### config.mk
export PLATFORM = sky130hd
export DESIGN_NAME = pwr_mode_ctrl
export DESIGN_NICKNAME = d
export VERILOG_FILES = /design/src/rtl/pwr_mode_pkg.sv /design/src/rtl/pwr_mode_dp.sv /design/src/rtl/pwr_mode_fsm.sv /design/src/rtl/pwr_mode_ctrl.sv
export SDC_FILE = /design/constraint.sdc
export NUM_CORES = 1
export LEC_CHECK = 0
export BUFFER_PORTS_ARGS = -buffer_cell sky130_fd_sc_hd__buf_4
export CAP_MARGIN = 20
export CORE_MARGIN = 4
export CORE_UTILIZATION = 43
export CTS_BUF_LIST = sky130_fd_sc_hd__clkbuf_16
export CTS_CLUSTER_SIZE = 28
export DETAILED_ROUTE_END_ITERATION = 6
export PLACE_DENSITY = 0.74
export SYNTH_ARGS = -nofsm -noshare
export SYNTH_HDL_FRONTEND = slang
export SYNTH_SLANG_ARGS = --single-unit
### constraint.sdc
create_clock -name clk -period 1.6 [get_ports clk]
set_clock_uncertainty 0.15 [all_clocks]
set_input_delay 0 -clock clk [delete_from_list [all_inputs] [get_ports clk]]
set_output_delay 0 -clock clk [all_outputs]
set_load 0.05 [all_outputs]
### src/rtl/pwr_mode_pkg.sv
package pwr_mode_pkg;

  localparam int PCR_W        = 8;
  localparam int BIT_IDLE_ARM = 0;
  localparam int BIT_PD_ARM   = 1;
  localparam int BIT_IDLE_GO  = 5;
  localparam int BIT_PD_GO    = 6;

  localparam logic [PCR_W-1:0] SEQ_MASK =
      (PCR_W'(1) << BIT_IDLE_ARM) | (PCR_W'(1) << BIT_PD_ARM) |
      (PCR_W'(1) << BIT_IDLE_GO)  | (PCR_W'(1) << BIT_PD_GO);

  typedef enum logic [1:0] {
    ST_RUN    = 2'b00,
    ST_IDLE   = 2'b01,
    ST_PDOWN  = 2'b10,
    ST_SETTLE = 2'b11
  } pwrState_e;

  // strobes from the control FSM to the datapath
  typedef struct packed {
    logic acceptWr;
    logic settleClr;
    logic settleRun;
  } ctrlStrobe_t;

  // events from the datapath to the control FSM
  typedef struct packed {
    logic idleGo;
    logic pdGo;
    logic pdWake;
    logic settleDone;
  } dpEvent_t;

endpackage

### src/rtl/pwr_mode_dp.sv
module pwr_mode_dp
  import pwr_mode_pkg::*;
#(
  parameter int CNT_W       = 8,
  parameter int SYNC_STAGES = 2
) (
  input  logic             clk,
  input  logic             rstN,
  input  logic             regWrEn,
  input  logic [PCR_W-1:0] regWrData,
  input  logic             wakePinN,
  input  logic             busWake,
  input  logic             oscReady,
  input  logic [CNT_W-1:0] settleCount,
  input  ctrlStrobe_t      strobe,
  output dpEvent_t         ev,
  output logic             regResetReq
);

  localparam int LAST_STAGE = SYNC_STAGES - 1;

  logic                   armIdleQ, armPdQ;
  logic [SYNC_STAGES-1:0] pinSyncQ;
  logic [CNT_W-1:0]       cntQ;
  logic                   rstReqQ;
  logic                   acceptedWr, reservedHit, cleanWr, entering;

  // ---------------- write decode and arming ----------------
  assign acceptedWr  = regWrEn & strobe.acceptWr;
  assign reservedHit = |(regWrData & ~SEQ_MASK);
  assign cleanWr     = acceptedWr & ~reservedHit;

  assign ev.idleGo = cleanWr & armIdleQ & regWrData[BIT_IDLE_GO];
  assign ev.pdGo   = cleanWr & armPdQ   & regWrData[BIT_PD_GO];
  assign entering  = ev.idleGo | ev.pdGo;

  always_ff @(posedge clk or negedge rstN) begin
    if (!rstN) begin
      armIdleQ <= 1'b0;
      armPdQ   <= 1'b0;
    end else if (!strobe.acceptWr) begin
      armIdleQ <= 1'b0;
      armPdQ   <= 1'b0;
    end else if (regWrEn) begin
      armIdleQ <= cleanWr & ~entering & regWrData[BIT_IDLE_ARM];
      armPdQ   <= cleanWr & ~entering & regWrData[BIT_PD_ARM];
    end
  end

  // arming is consumed by the write that completes an entry
  assert_arm_consumed_R4: assert property (@(posedge clk) disable iff (!rstN)
    (ev.idleGo || ev.pdGo) |=> (!armIdleQ && !armPdQ));

  // ---------------- wake pin synchronizer ----------------
  generate
    if (SYNC_STAGES > 1) begin : gSyncChain
      always_ff @(posedge clk or negedge rstN) begin
        if (!rstN) pinSyncQ <= '1;
        else       pinSyncQ <= {pinSyncQ[SYNC_STAGES-2:0], wakePinN};
      end
    end else begin : gSyncSingle
      always_ff @(posedge clk or negedge rstN) begin
        if (!rstN) pinSyncQ <= '1;
        else       pinSyncQ <= wakePinN;
      end
    end
  endgenerate

  assign ev.pdWake = ~pinSyncQ[LAST_STAGE] | busWake;

  // ---------------- oscillator settle counter ----------------
  assign ev.settleDone = (cntQ == settleCount);

  always_ff @(posedge clk or negedge rstN) begin
    if (!rstN)                                         cntQ <= '0;
    else if (strobe.settleClr)                         cntQ <= '0;
    else if (strobe.settleRun && oscReady && !ev.settleDone) cntQ <= cntQ + 1'b1;
  end

  // counter never passes the programmed limit (settleCount held stable)
  assert_settle_bound_R9: assert property (@(posedge clk) disable iff (!rstN)
    strobe.settleRun |-> (cntQ <= settleCount));

  // ---------------- register-reset request ----------------
  always_ff @(posedge clk or negedge rstN) begin
    if (!rstN) rstReqQ <= 1'b1;
    else       rstReqQ <= 1'b0;
  end

  assign regResetReq = rstReqQ;

endmodule

### src/rtl/pwr_mode_fsm.sv
module pwr_mode_fsm
  import pwr_mode_pkg::*;
(
  input  logic        clk,
  input  logic        rstN,
  input  logic        intReq,
  input  dpEvent_t    ev,
  output ctrlStrobe_t strobe,
  output logic        cpuClkEn,
  output logic        periphClkEn,
  output logic        wdtClkEn,
  output logic        rcOscEn,
  output logic        xtalOscEn,
  output logic [1:0]  modeStatus
);

  pwrState_e stateQ, stateD;

  always_comb begin
    stateD = stateQ;
    unique case (stateQ)
      ST_RUN: begin
        if (ev.pdGo)        stateD = ST_PDOWN;
        else if (ev.idleGo) stateD = ST_IDLE;
      end
      ST_IDLE:   if (intReq)        stateD = ST_RUN;
      ST_PDOWN:  if (ev.pdWake)     stateD = ST_SETTLE;
      ST_SETTLE: if (ev.settleDone) stateD = ST_RUN;
      default:                      stateD = ST_RUN;
    endcase
  end

  always_ff @(posedge clk or negedge rstN) begin
    if (!rstN) stateQ <= ST_RUN;
    else       stateQ <= stateD;
  end

  assign strobe.acceptWr  = (stateQ == ST_RUN);
  assign strobe.settleRun = (stateQ == ST_SETTLE);
  assign strobe.settleClr = (stateQ != ST_SETTLE);

  always_comb begin
    cpuClkEn    = 1'b1;
    periphClkEn = 1'b1;
    wdtClkEn    = 1'b1;
    rcOscEn     = 1'b1;
    xtalOscEn   = 1'b1;
    modeStatus  = 2'b00;
    unique case (stateQ)
      ST_IDLE: begin
        cpuClkEn   = 1'b0;
        wdtClkEn   = 1'b0;
        modeStatus = 2'b01;
      end
      ST_PDOWN: begin
        cpuClkEn    = 1'b0;
        periphClkEn = 1'b0;
        wdtClkEn    = 1'b0;
        rcOscEn     = 1'b0;
        xtalOscEn   = 1'b0;
        modeStatus  = 2'b10;
      end
      ST_SETTLE: begin
        cpuClkEn    = 1'b0;
        periphClkEn = 1'b0;
        wdtClkEn    = 1'b0;
        modeStatus  = 2'b10;
      end
      default: ;
    endcase
  end

  assert_idle_exit_R6: assert property (@(posedge clk) disable iff (!rstN)
    (stateQ == ST_IDLE && intReq) |=> (stateQ == ST_RUN));

  assert_pd_priority_R3: assert property (@(posedge clk) disable iff (!rstN)
    (stateQ == ST_RUN && ev.pdGo) |=> (stateQ == ST_PDOWN));

  assert_pd_holds_R7: assert property (@(posedge clk) disable iff (!rstN)
    (stateQ == ST_PDOWN && !ev.pdWake) |=> (stateQ == ST_PDOWN));

endmodule

### src/rtl/pwr_mode_ctrl.sv
module pwr_mode_ctrl
  import pwr_mode_pkg::*;
#(
  parameter int CNT_W       = 8,
  parameter int SYNC_STAGES = 2
) (
  input  logic             clk,
  input  logic             rstN,
  input  logic             regWrEn,
  input  logic [PCR_W-1:0] regWrData,
  input  logic             intReq,
  input  logic             wakePinN,
  input  logic             busWake,
  input  logic             oscReady,
  input  logic [CNT_W-1:0] settleCount,
  output logic             cpuClkEn,
  output logic             periphClkEn,
  output logic             wdtClkEn,
  output logic             rcOscEn,
  output logic             xtalOscEn,
  output logic             regResetReq,
  output logic [1:0]       modeStatus
);

  ctrlStrobe_t strobe;
  dpEvent_t    ev;

  pwr_mode_dp #(.CNT_W(CNT_W), .SYNC_STAGES(SYNC_STAGES)) dp_i (
    .clk(clk), .rstN(rstN), .regWrEn(regWrEn), .regWrData(regWrData),
    .wakePinN(wakePinN), .busWake(busWake), .oscReady(oscReady),
    .settleCount(settleCount), .strobe(strobe), .ev(ev),
    .regResetReq(regResetReq)
  );

  pwr_mode_fsm fsm_i (
    .clk(clk), .rstN(rstN), .intReq(intReq), .ev(ev), .strobe(strobe),
    .cpuClkEn(cpuClkEn), .periphClkEn(periphClkEn), .wdtClkEn(wdtClkEn),
    .rcOscEn(rcOscEn), .xtalOscEn(xtalOscEn), .modeStatus(modeStatus)
  );

  // processor never clocked without both oscillators
  assert_cpu_needs_osc_R8: assert property (@(posedge clk) disable iff (!rstN)
    cpuClkEn |-> (rcOscEn && xtalOscEn));

  // idle keeps peripherals but stops watchdog and processor
  assert_idle_gating_R5: assert property (@(posedge clk) disable iff (!rstN)
    (modeStatus == 2'b01) |-> (!cpuClkEn && !wdtClkEn && periphClkEn));

  // once dropped, the register-reset request stays low until the next reset
  assert_rstreq_once_R1: assert property (@(posedge clk) disable iff (!rstN)
    !regResetReq |=> !regResetReq);

endmodule

==> metrics.log, run 1 <==
INFO  metric run_status = finished clean
INFO  metric cp-start-kind = register
INFO  metric synth_cell_type_count = 33
INFO  metric die-area = between 0.002 and 0.003 sq mm
INFO  metric synth_flop_cell = dfrtp_1
INFO  metric port_buffers = 30
INFO  metric antennaDiodeCount = 0
INFO  metric detail_route.wl_per_cell = between 15 and 20 um
INFO  metric design.final.nets = 158
INFO  metric synthTopCellsByArea = dfrtp_1 35%, dfstp_2 9.3%, xnor2_1 7.2%
INFO  metric pre_cts_slack = -36.9 ps
INFO  metric clock_sinks = 15
INFO  metric switching_power_as_a_share_of_total_power = a little under a quarter
INFO  metric floorplan.rows = 15
INFO  metric synth_warnings = 0
INFO  metric flow.area_growth_from_synthesis = 70.8%
INFO  metric die_w = 52.4 um
INFO  metric ant_nets_after_route = 0
INFO  metric critical_path.max_fanout = 5
INFO  metric leakage_power_of_the_design = between 0.6 and 0.7 nW
INFO  metric postSynthCellCount = between 80 and 90
INFO  metric clockRootBuffer = clkbuf_16
INFO  metric tritoncts.num_buffers = 3
INFO  metric detailedRoute.firstPassIterationCount = 4
INFO  metric tritoncts_clock_tree = yes
INFO  metric seq_power_share = approximately 37%
INFO  metric highest_signal_layer_in_the_routed_design = met4
INFO  metric worst_hold_path_type = in -> reg
INFO  metric floorplan.io_pins = 31
INFO  metric postSynthRegisterBits = 15
INFO  metric grt_max_degree = 13
INFO  metric top_post_synthesis_cells_by_count = 12 x dfrtp_1, 7 x xnor2_1, 6 x nor2_1
INFO  metric first_global_vias = a little under 900
INFO  metric synth-edff-count = 0
INFO  metric clk_latency = 250 ps
INFO  metric initial_core_util = between 40% and 50%
INFO  metric ys_async_sr_fraction = between 90% and 100%
INFO  metric maxSlewViolCount = 0
INFO  metric h-tree-depth = 1
INFO  metric post-synth-top-area-cell = dfrtp_1
INFO  metric final.setup.worst_slack = 12.6 ps
INFO  metric die_h = ~52 um
INFO  metric clk_slew_on_worst_s_h_paths = 50 ps
INFO  metric grt-ovfl-total = 0
INFO  metric first_iter_violations = 25
INFO  metric vias_per_cell = around 5.4
INFO  metric m1WireLength = between 1 and 1.5 mm
INFO  metric dr_wl_met3 = ~130 um
INFO  metric final-hold-violation-count = 0
INFO  metric post_route_cells_drive_above_1_share = 54.1%
INFO  metric detail_route.wirelength = between 2 and 3 mm
INFO  metric dr_total_vias = approximately 850
INFO  metric post_synth.cell_area_avg = ~9.9 sq um
INFO  metric netlist_area = between 800 and 900 sq um
INFO  metric net_switching_component_of_the_power = 0.248 mW
INFO  metric syn-num-nets = between 100 and 150
INFO  metric intPower = around 0.8 mW
INFO  metric met2_wl_post_dr = 1.37 mm
INFO  metric timing.critical_path.to_type = register
INFO  metric setup.worst_path.class = reg -> reg
INFO  metric gp_congestion = 0.788
INFO  metric initial_antenna_violation_count = 0
INFO  metric combPwrFrac = between 15 and 20%
INFO  metric cp_data_arrival_time = about 1600 ps
INFO  metric worstMarginPinSlew = about 540 ps
INFO  metric timing.critical_path.required = between 1500 and 2000 ps
INFO  metric finalCriticalPeriod = 1590 ps
INFO  metric numPlacedInstances = roughly 140
INFO  metric max-vdd-ir-drop = between 800 and 900 uV
INFO  metric final_min_period_over_clock_period = 99.2%
INFO  metric multi_input_area = 547 sq um
INFO  metric utilization = 80.4%
INFO  metric power_per_cell_area = 731 mW/mm^2
INFO  metric gr-usage-all-layers = between 10% and 20%
INFO  metric grt_first_pass_wirelength = ~3.7 mm
INFO  metric grt_setup_unrepaired = yes
INFO  metric drv.max_cap_violation_count = 0
INFO  metric place_hpwl = 1.54 mm
INFO  metric setup_violations = 0
INFO  metric fmax = 630 MHz
INFO  metric cts_buffer_depth = 2
INFO  metric core_area = between 0.0015 and 0.002 sq mm
INFO  metric yosysMostFrequentCell = dfrtp_1
INFO  metric clockPowerShare = a little under half
INFO  metric worst_slew_margin_rel = between 60 and 70%
INFO  metric synth.top_cell.area_share = 35.4%
INFO  metric layout.filler_cells = between 100 and 150
INFO  metric instances_no_fill = between 150 and 200
INFO  metric register_area = ~390 sq um
INFO  metric yosysSeqAreaShare = 44.7%
INFO  metric route.detailed.drc = 0
==> layout by cell type (no fill, tap or decap), types with 3 or more instances in the layout <==
cell,instances
a21oi_2,3
buf_4,39
clkbuf_16,3
dfrtp_1,7
dfrtp_2,5
dfstp_2,3
dlygate4sd3_1,9
inv_1,3
nand2_1,5
nand4_1,3
nor2_1,5
o21ai_1,4
xnor2_2,7
xor2_1,3
==> worst paths after layout <==
| path | startpoint | endpoint | slack (ps) | cells past startpoint |
|---|---|---|---|---|
| max in group asynchronous | rstN | dp_i.cntQ[4] | 210 | 3 |
| hold / removal | busWake | fsm_i.stateQ[0] | 50 | 5 |
| min in group asynchronous | rstN | dp_i.regResetReq | 100 | 2 |
| hold reg to reg | dp_i.pinSyncQ[0] | dp_i.pinSyncQ[1] | 200 | 0 |
| setup / recovery | dp_i.cntQ[0] | dp_i.cntQ[6] | 10 | 4 |
| setup reg to reg | dp_i.cntQ[0] | dp_i.cntQ[6] | 10 | 4 |
==> power by group through the flow <==
stage / Sequential [mW] / Clock, mW / Combinational, mW
floorplan: 0.403 / 0 / 0.0685
global placement: 0.400 / 0 / 0.136
detailed placement: 0.401 / 0 / 0.137
CTS: 0.395 / 0.494 / 0.162
global route: 0.395 / 0.508 / 0.185
finish: 0.395 / 0.488 / 0.176
==> critical path, stage by stage (launching register included) <==
cell and delay, ps:
dfrtp_2 430, ha_1 180, nand2_1 130, or4_4 510, a21oi_2 120
==> stage by stage <==
step	total power, mW	hold WS (ps)	TNS [ps]	cell area [sq um]
2_1_floorplan	0.471	-446	-56.6	876
3_3_place_gp	0.536	-288	-79.8	1140
3_5_place_dp	0.538	-289	-57.5	1140
4_1_cts	1.05	32.0	0	1370
5_1_grt	1.09	92.5	-402	1450
6_report	1.06	47.6	0	1450
==> kinds of logic after synthesis <==
| group | share of synthesized area, % |
|---|---|
| adders and majority gates | 1.47 |
| muxes | 1.18 |
| DFF | 44.7 |
| xor gates and xnor gates | 12.2 |
| other | 0.442 |
| buffers and inverters | 5.31 |
| AOI/OAI and AO/OA | 14.3 |
| and+or+nand+nor | 20.4 |
==> routing by layer <==
layer | vias up | GRT usage [%]
li1 | 402 | -
met2 | 29 | 32.9
met4 | 0 | 8.94
met5 | - | 0
met3 | 9 | 3.42
met1 | 406 | 20.7
==> layout make-up <==
| type | instances | area share (%) |
|---|---|---|
| clock buffers | 3 | 5.18 |
| clock inverters | 1 | 0.345 |
| inverters | 3 | 0.777 |
| multi-input cells | 62 | 37.7 |
| flip-flops and latches | 15 | 26.6 |
| well taps | 25 | 2.16 |
| repair buffers | 49 | 27.2 |
==> flip-flops by register name, summed over array words and instances, names as in the netlist <==
name / cells
fsm_i.stateQ: 2
dp_i.regResetReq: 1
dp_i.pinSyncQ: 2
dp_i.cntQ: 8
dp_i.armIdleQ: 1
dp_i.armPdQ: 1
==> repair_timing <==
action | in CTS | in global routing
resized for setup | 9 | 18
hold buffers | 9 | 0
setup buffers | 2 | 1
pin swaps | 9 | 9
endpoints found under the hold margin | 21 | 0
endpoints found under the setup margin | 4 | 10
(Power assumes the default switching activity.)
==> run 2: changes to the inputs <==
--- a/config.mk
+++ b/config.mk
@@ -12,6 +12,7 @@
 export CTS_BUF_LIST = sky130_fd_sc_hd__clkbuf_16
 export CTS_CLUSTER_SIZE = 28
 export DETAILED_ROUTE_END_ITERATION = 6
+export MAX_ROUTING_LAYER = met4
 export PLACE_DENSITY = 0.74
 export SYNTH_ARGS = -nofsm -noshare
 export SYNTH_HDL_FRONTEND = slang
==> run 2 against run 1 <==
Clock power hardly changed. Hold slack improved by 2.0 ps. Maximum frequency is essentially flat. Design area is the same. Via count unchanged. Critical path type unchanged. Wire length rose by 0.23%.
==> metrics.log, run 2 (synthesized netlist as in run 1, its figures left out) <==
INFO  metric run_status = finished clean
INFO  metric tritoncts.num_buffers = 3
INFO  metric max_reg_flops = 8
INFO  metric final_min_period_over_clock_period = between 90 and 100%
INFO  metric max-vdd-ir-drop = slightly above 800 uV
INFO  metric clk_latency = 250 ps
INFO  metric clockRootBuffer = clkbuf_16
INFO  metric layout_common_cells = 39 x buf_4, 9 x dlygate4sd3_1, 7 x xnor2_2, 7 x dfrtp_1
INFO  metric finalCriticalPeriod = around 1600 ps
INFO  metric setup.worst_path.class = reg -> reg
INFO  metric utilization = ~80%
INFO  metric net_switching_component_of_the_power = about 0.25 mW
INFO  metric gp_congestion = 0.799
INFO  metric timing.critical_path.to_type = register
INFO  metric die-area = around 0.0027 sq mm
INFO  metric clock_sinks = 15
INFO  metric floorplan.io_pins = 31
INFO  metric drv.max_cap_violation_count = 0
INFO  metric clk_slew_on_worst_s_h_paths = roughly 50 ps
INFO  metric gr-usage-all-layers = about a fifth
INFO  metric final-hold-violation-count = 0
INFO  metric die_w = ~52 um
INFO  metric h-tree-depth = 1
INFO  metric placed_area = around 0.0011 sq mm
INFO  metric grt_setup_unrepaired = yes
INFO  metric final.setup.tns = 0 ps
INFO  metric grt_max_degree = 13
INFO  metric crit-reg2reg-launch = dp_i.cntQ[0]
INFO  metric seq_power_share = 37.2%
INFO  metric setup_violations = 0
INFO  metric depth_of_the_worst_hold_timing_path = 5
INFO  metric holdCritStartpoint = busWake
INFO  metric floorplan.rows = 15
INFO  metric fmax = 629 MHz
INFO  metric registers.top_by_ff_count = dp_i.cntQ
INFO  metric final_design_area_no_fill = between 0.001 and 0.0015 sq mm
INFO  metric vias_per_cell = 5.35
INFO  metric detail_route.wirelength = between 2 and 3 mm
INFO  metric route.detailed.drc = 0
INFO  metric port_buffers = 30
INFO  metric grt_first_pass_wirelength = 3.73 mm
INFO  metric final.setup.worst_slack = about 11 ps
INFO  metric cp_slowest_stage_delay = approximately 510 ps
INFO  metric initial_antenna_violation_count = 0
INFO  metric place_hpwl = around 1.5 mm
INFO  metric core_area = between 0.0015 and 0.002 sq mm
INFO  metric timing.critical_path.required = roughly 1600 ps
INFO  metric ant_nets_after_route = 0
INFO  metric clockPowerShare = between 40 and 50%
INFO  metric combPwrFrac = between 10% and 20%
INFO  metric worst_slew_margin_rel = roughly 64%
INFO  metric pre_cts_slack = -36.9 ps
INFO  metric top_regs = dp_i.cntQ (8), dp_i.pinSyncQ (2), fsm_i.stateQ (2)
INFO  metric timing.reg2reg.worst_path_depth = 4
INFO  metric total_power = about 1.1 mW
INFO  metric die_h = roughly 52 um
INFO  metric initial_core_util = a little under half
INFO  metric switching_power_as_a_share_of_total_power = a little under a quarter
INFO  metric power_per_cell_area = 733 mW/mm^2
INFO  metric post_route_cells_drive_above_1_share = 54.1%
INFO  metric detail_route.wl_per_cell = 16.4 um
INFO  metric cp_data_arrival_time = around 1600 ps
INFO  metric cp-start-kind = register
INFO  metric tritoncts_clock_tree = yes
INFO  metric grt-ovfl-total = 0
INFO  metric dr_total_vias = around 850
INFO  metric worstMarginPinSlew = ~540 ps
INFO  metric intPower = about 0.81 mW
INFO  metric detailedRoute.firstPassIterationCount = 4
INFO  metric cts_buffer_depth = 2
INFO  metric cell_with_the_largest_stage_delay_on_the_worst_path = or4_4
INFO  metric flow.area_growth_from_synthesis = 70.8%
INFO  metric antennaDiodeCount = 0
INFO  metric maxSlewViolCount = 0
INFO  metric worst_hold_path_type = in -> reg
INFO  metric path_cells = ha_1 -> nand2_1 -> or4_4 -> a21oi_2
INFO  metric first_iter_violations = 26
INFO  metric leakage_power_of_the_design = ~0.63 nW
INFO  metric mostFrequentLayoutCell = buf_4
INFO  metric first_global_vias = 859
INFO  metric crit_start = dp_i.cntQ[0]
INFO  metric critical_path.max_fanout = 5
INFO  metric design.final.nets = approximately 160
==> run 2: cell counts in the layout (fill, tap and decap cells not counted) <==
No cell type changed its count.
==> run 2: per-stage QoR <==
| stage | hold slack [ps] | cells |
|---|---|---|
| 5_1_grt | 93.4 | 158 |
| 2_1_floorplan | -446 | 86 |
| 4_1_cts | 32.0 | 157 |
| 3_5_place_dp | -289 | 142 |
| 6_report | 49.6 | 158 |
| 3_3_place_gp | -288 | 142 |
==> run 2: worst max-delay path: cells and delay by family (launching register included) <==
kind / cells / cell delay [ps]
AO/OA/AOI/OAI: 1 / 120
AND/OR/NAND/NOR: 2 / 640
adder cells (fa/ha/maj): 1 / 180
flip-flops: 1 / 430
==> run 2: layer usage <==
metal | up-vias | wire [um] | share of wire (%) | GRT usage (%)
met5 | - | 0 | 0 | -
met1 | 403 | 1020 | 40 | 20.7
met3 | 9 | 127 | 4.9 | 3.42
met4 | 0 | 63 | 2.4 | 8.94
li1 | 402 | - | - | -
met2 | 32 | 1380 | 53 | 32.9
==> run 2: cell type report <==
cell class / instances / area (sq um)
fillers: 108 / 353
repair buffers: 49 / 394
clock buffers: 3 / 75.1
well taps: 25 / 31.3
clock inverters: 1 / 5.00
inverters: 3 / 11.3
multi-input cells: 62 / 547
flip-flops and latches: 15 / 385
==> run 2: worst paths after layout <==
| path | end | slack (ps) |
|---|---|---|
| min in group asynchronous | dp_i.regResetReq | 100 |
| worst max-delay path | dp_i.cntQ[6] | 10 |
| max in group asynchronous | dp_i.cntQ[4] | 210 |
| worst max register to register | dp_i.cntQ[6] | 10 |
| worst min register to register | dp_i.pinSyncQ[1] | 200 |
| worst min-delay path | fsm_i.stateQ[0] | 50 |
==> run 2: power groups by stage <==
stage | sequential (mW) | combinational (mW) | clock, mW
finish | 0.395 | 0.175 | 0.491
global route | 0.395 | 0.185 | 0.508
CTS | 0.395 | 0.162 | 0.494
detailed placement | 0.401 | 0.137 | 0
global placement | 0.400 | 0.136 | 0
floorplan | 0.403 | 0.0685 | 0
==> run 2: what timing repair did <==
action	in CTS	in global routing
hold endpoints to repair	21	0
resized for setup	9	18
setup buffers	2	1
pin swaps	9	9
hold buffers	9	0
gates cloned	0	0
setup endpoints to repair	4	10
==> run 3: changes to the inputs <==
--- a/config.mk
+++ b/config.mk
@@ -5,6 +5,7 @@
 export SDC_FILE = /design/constraint.sdc
 export NUM_CORES = 1
 export LEC_CHECK = 0
+export ABC_AREA = 0
 export BUFFER_PORTS_ARGS = -buffer_cell sky130_fd_sc_hd__buf_4
 export CAP_MARGIN = 20
 export CORE_MARGIN = 4
==> constraint.sdc (replaced) <==
create_clock -name clk -period 1.6 [get_ports clk]
set_clock_uncertainty 0.15 [all_clocks]
set_input_delay 0 -clock clk [delete_from_list [all_inputs] [get_ports clk]]
set_output_delay 0 -clock clk [all_outputs]
set_load 0.02 [all_outputs]
==> run 3 against run 2 <==
The run now ends with setup timing left. Hold slack worse by 12 ps. Clock power down 4.7%. Design area rose by 0.95%. Maximum frequency decreased by 4.4%. Critical path depth did not move. Total power is 3.9% lower. Sequential share of layout area is 0.42 points lower. Highest routed layer unchanged.
==> metrics.log, run 3 (synthesized netlist as in run 1, its figures left out) <==
INFO  metric run_status = finished, violations left
INFO  metric violations_in_the_final_reports = setup timing
INFO  metric instances_no_fill = 160
INFO  metric setup.worst_path.class = reg -> reg
INFO  metric post_route_cells_drive_above_1_share = 53.3%
INFO  metric final_min_period_over_clock_period = 104%
INFO  metric cts_buffer_depth = 2
INFO  metric design.final.nets = 160
INFO  metric maxSlewViolCount = 0
INFO  metric tritoncts_clock_tree = yes
INFO  metric r2r_end = dp_i.cntQ[6]
INFO  metric port_buffers = 30
INFO  metric numPlacedInstances = about 140
INFO  metric h-tree-depth = 1
INFO  metric depth_of_the_worst_hold_timing_path = 4
INFO  metric leakage_power_of_the_design = between 0.6 and 0.7 nW
INFO  metric die_w = around 52 um
INFO  metric grt_setup_unrepaired = yes
INFO  metric timing.critical_path.required = ~1600 ps
INFO  metric placed_area = roughly 0.0012 sq mm
INFO  metric holdCritStartpoint = oscReady
INFO  metric regToRegSetupSlack = -60 ps
INFO  metric top_regs = dp_i.cntQ (8), dp_i.pinSyncQ (2), fsm_i.stateQ (2)
INFO  metric first_iter_violations = 30
INFO  metric critical_path.max_fanout = 3
INFO  metric place_hpwl = around 1.6 mm
INFO  metric clockRootBuffer = clkbuf_16
INFO  metric setup_violations = 2
INFO  metric route.detailed.drc = 0
INFO  metric clock_sinks = 15
INFO  metric multi_input_area = between 500 and 600 sq um
INFO  metric floorplan.rows = 15
INFO  metric final.setup.worst_slack = -61.9 ps
INFO  metric flow.area_growth_from_synthesis = 72.4%
INFO  metric first_global_vias = 952
INFO  metric worst_hold_path_type = in -> reg
INFO  metric grt-ovfl-total = 0
INFO  metric antennaDiodeCount = 0
INFO  metric final_design_area_no_fill = 0.00146 sq mm
INFO  metric detail_route.wl_per_cell = 18.4 um
INFO  metric clk_slew_on_worst_s_h_paths = 50 ps
INFO  metric grt_first_pass_wirelength = slightly above 4 mm
INFO  metric grt_max_degree = 9
INFO  metric die-area = between 0.002 and 0.003 sq mm
INFO  metric register_area = 383 sq um
INFO  metric finalCriticalPeriod = about 1700 ps
INFO  metric crit-reg2reg-launch = dp_i.cntQ[4]
INFO  metric cp_data_arrival_time = approximately 1700 ps
INFO  metric max_reg_flops = 8
INFO  metric gr-usage-all-layers = a little over a fifth
INFO  metric detailedRoute.firstPassIterationCount = 4
INFO  metric cp-start-kind = register
INFO  metric registers.top_by_ff_count = dp_i.cntQ
INFO  metric die_h = approximately 52 um
INFO  metric worst_hold_path.endpoint = dp_i.cntQ[0]
INFO  metric timing.critical_path.to_type = register
INFO  metric fmax = about 600 MHz
INFO  metric vias_per_cell = approximately 5.5
INFO  metric layout_common_cells = 41 x buf_4, 9 x dfrtp_1, 9 x dlygate4sd3_1
INFO  metric initial_antenna_violation_count = 0
INFO  metric clk_latency = about 240 ps
INFO  metric initial_core_util = roughly 47%
INFO  metric final-hold-violation-count = 0
INFO  metric max-vdd-ir-drop = between 600 and 700 uV
INFO  metric layout.filler_cells = 103
INFO  metric ant_nets_after_route = 0
INFO  metric detail_route.wirelength = 2.94 mm
INFO  metric dr_total_vias = 885
INFO  metric core_area = between 0.0015 and 0.002 sq mm
INFO  metric power_per_cell_area = about 700 mW/mm^2
INFO  metric mostFrequentLayoutCell = buf_4
INFO  metric tritoncts.num_buffers = 3
INFO  metric drv.max_cap_violation_count = 0
INFO  metric floorplan.io_pins = 31
INFO  metric timing.reg2reg.worst_path_depth = 4
INFO  metric gp_congestion = between 0.8 and 0.9
==> run 3: cell types whose count changed in the layout (fill, tap and decap cells not counted), sizes merged <==
cell    change
inv         +1
buf         +2
clkinv      -1
==> run 3: what timing repair did <==
| action | 4_1_cts | 5_1_grt |
|---|---|---|
| endpoints found under the hold margin | 20 | 0 |
| hold buffers | 9 | 0 |
| pin swaps | 6 | 15 |
| setup buffers | 1 | 2 |
| setup endpoints to repair | 6 | 10 |
| resized for setup | 9 | 15 |
==> run 3: per-stage QoR <==
step           worst slack (ps)  setup TNS, ps  utilization, %  hold WS [ps]  power (mW)
2_1_floorplan              7.94              0               -          -446       0.448
3_3_place_gp              -47.8          -66.2            63.9          -286       0.516
3_5_place_dp              -55.3           -179            63.9          -284       0.518
4_1_cts                   -22.1          -54.0            75.8          1.24        1.01
5_1_grt                   -91.1           -349            81.2          48.8        1.06
6_report                  -61.9          -74.4            81.2          37.7        1.02
==> run 3: worst max path at each step <==
stage | start | end | slack (ps) | cells past startpoint
after global routing | dp_i.cntQ[4] | dp_i.cntQ[6] | -90 | 4
after global placement | dp_i.cntQ[2] | dp_i.cntQ[7] | -50 | 4
after detailed placement | dp_i.cntQ[3] | dp_i.cntQ[7] | -60 | 4
final | dp_i.cntQ[4] | dp_i.cntQ[6] | -60 | 4
after floorplan | dp_i.cntQ[2] | dp_i.cntQ[7] | 8 | 5
after CTS | dp_i.cntQ[4] | dp_i.cntQ[5] | -20 | 5
==> run 3: area by class of cell <==
type | count | share of cell area, %
Timing Repair Buffer | 51 | 28.0
Multi-Input combinational cell | 62 | 37.6
Clock buffer | 3 | 5.13
Inverter | 3 | 0.770
Tap cell | 25 | 2.14
Sequential cell | 15 | 26.2
Clock inverter | 1 | 0.257
==> run 3: per-layer routing <==
layer	share of wire [%]	wire (um)	GRT usage [%]
met5	0	0	-
met4	4.8	140	16.6
met3	5.0	147	6.55
met2	55	1620	36.4
met1	35	1040	19.2
==> run 3: critical path, cell delays in order (launching register included) <==
cell	delay, ps
dfrtp_1	440
nand4_1	170
buf_4	180
or4_4	500
a21oi_2	140
==> run 3: power breakdown <==
| part | internal (mW) | switching (mW) | leakage (nW) |
|---|---|---|---|
| sequential | 0.391 | 0.00554 | 0.194 |
| combinational | 0.0867 | 0.0697 | 0.413 |
| clock | 0.330 | 0.138 | 0.0423 |
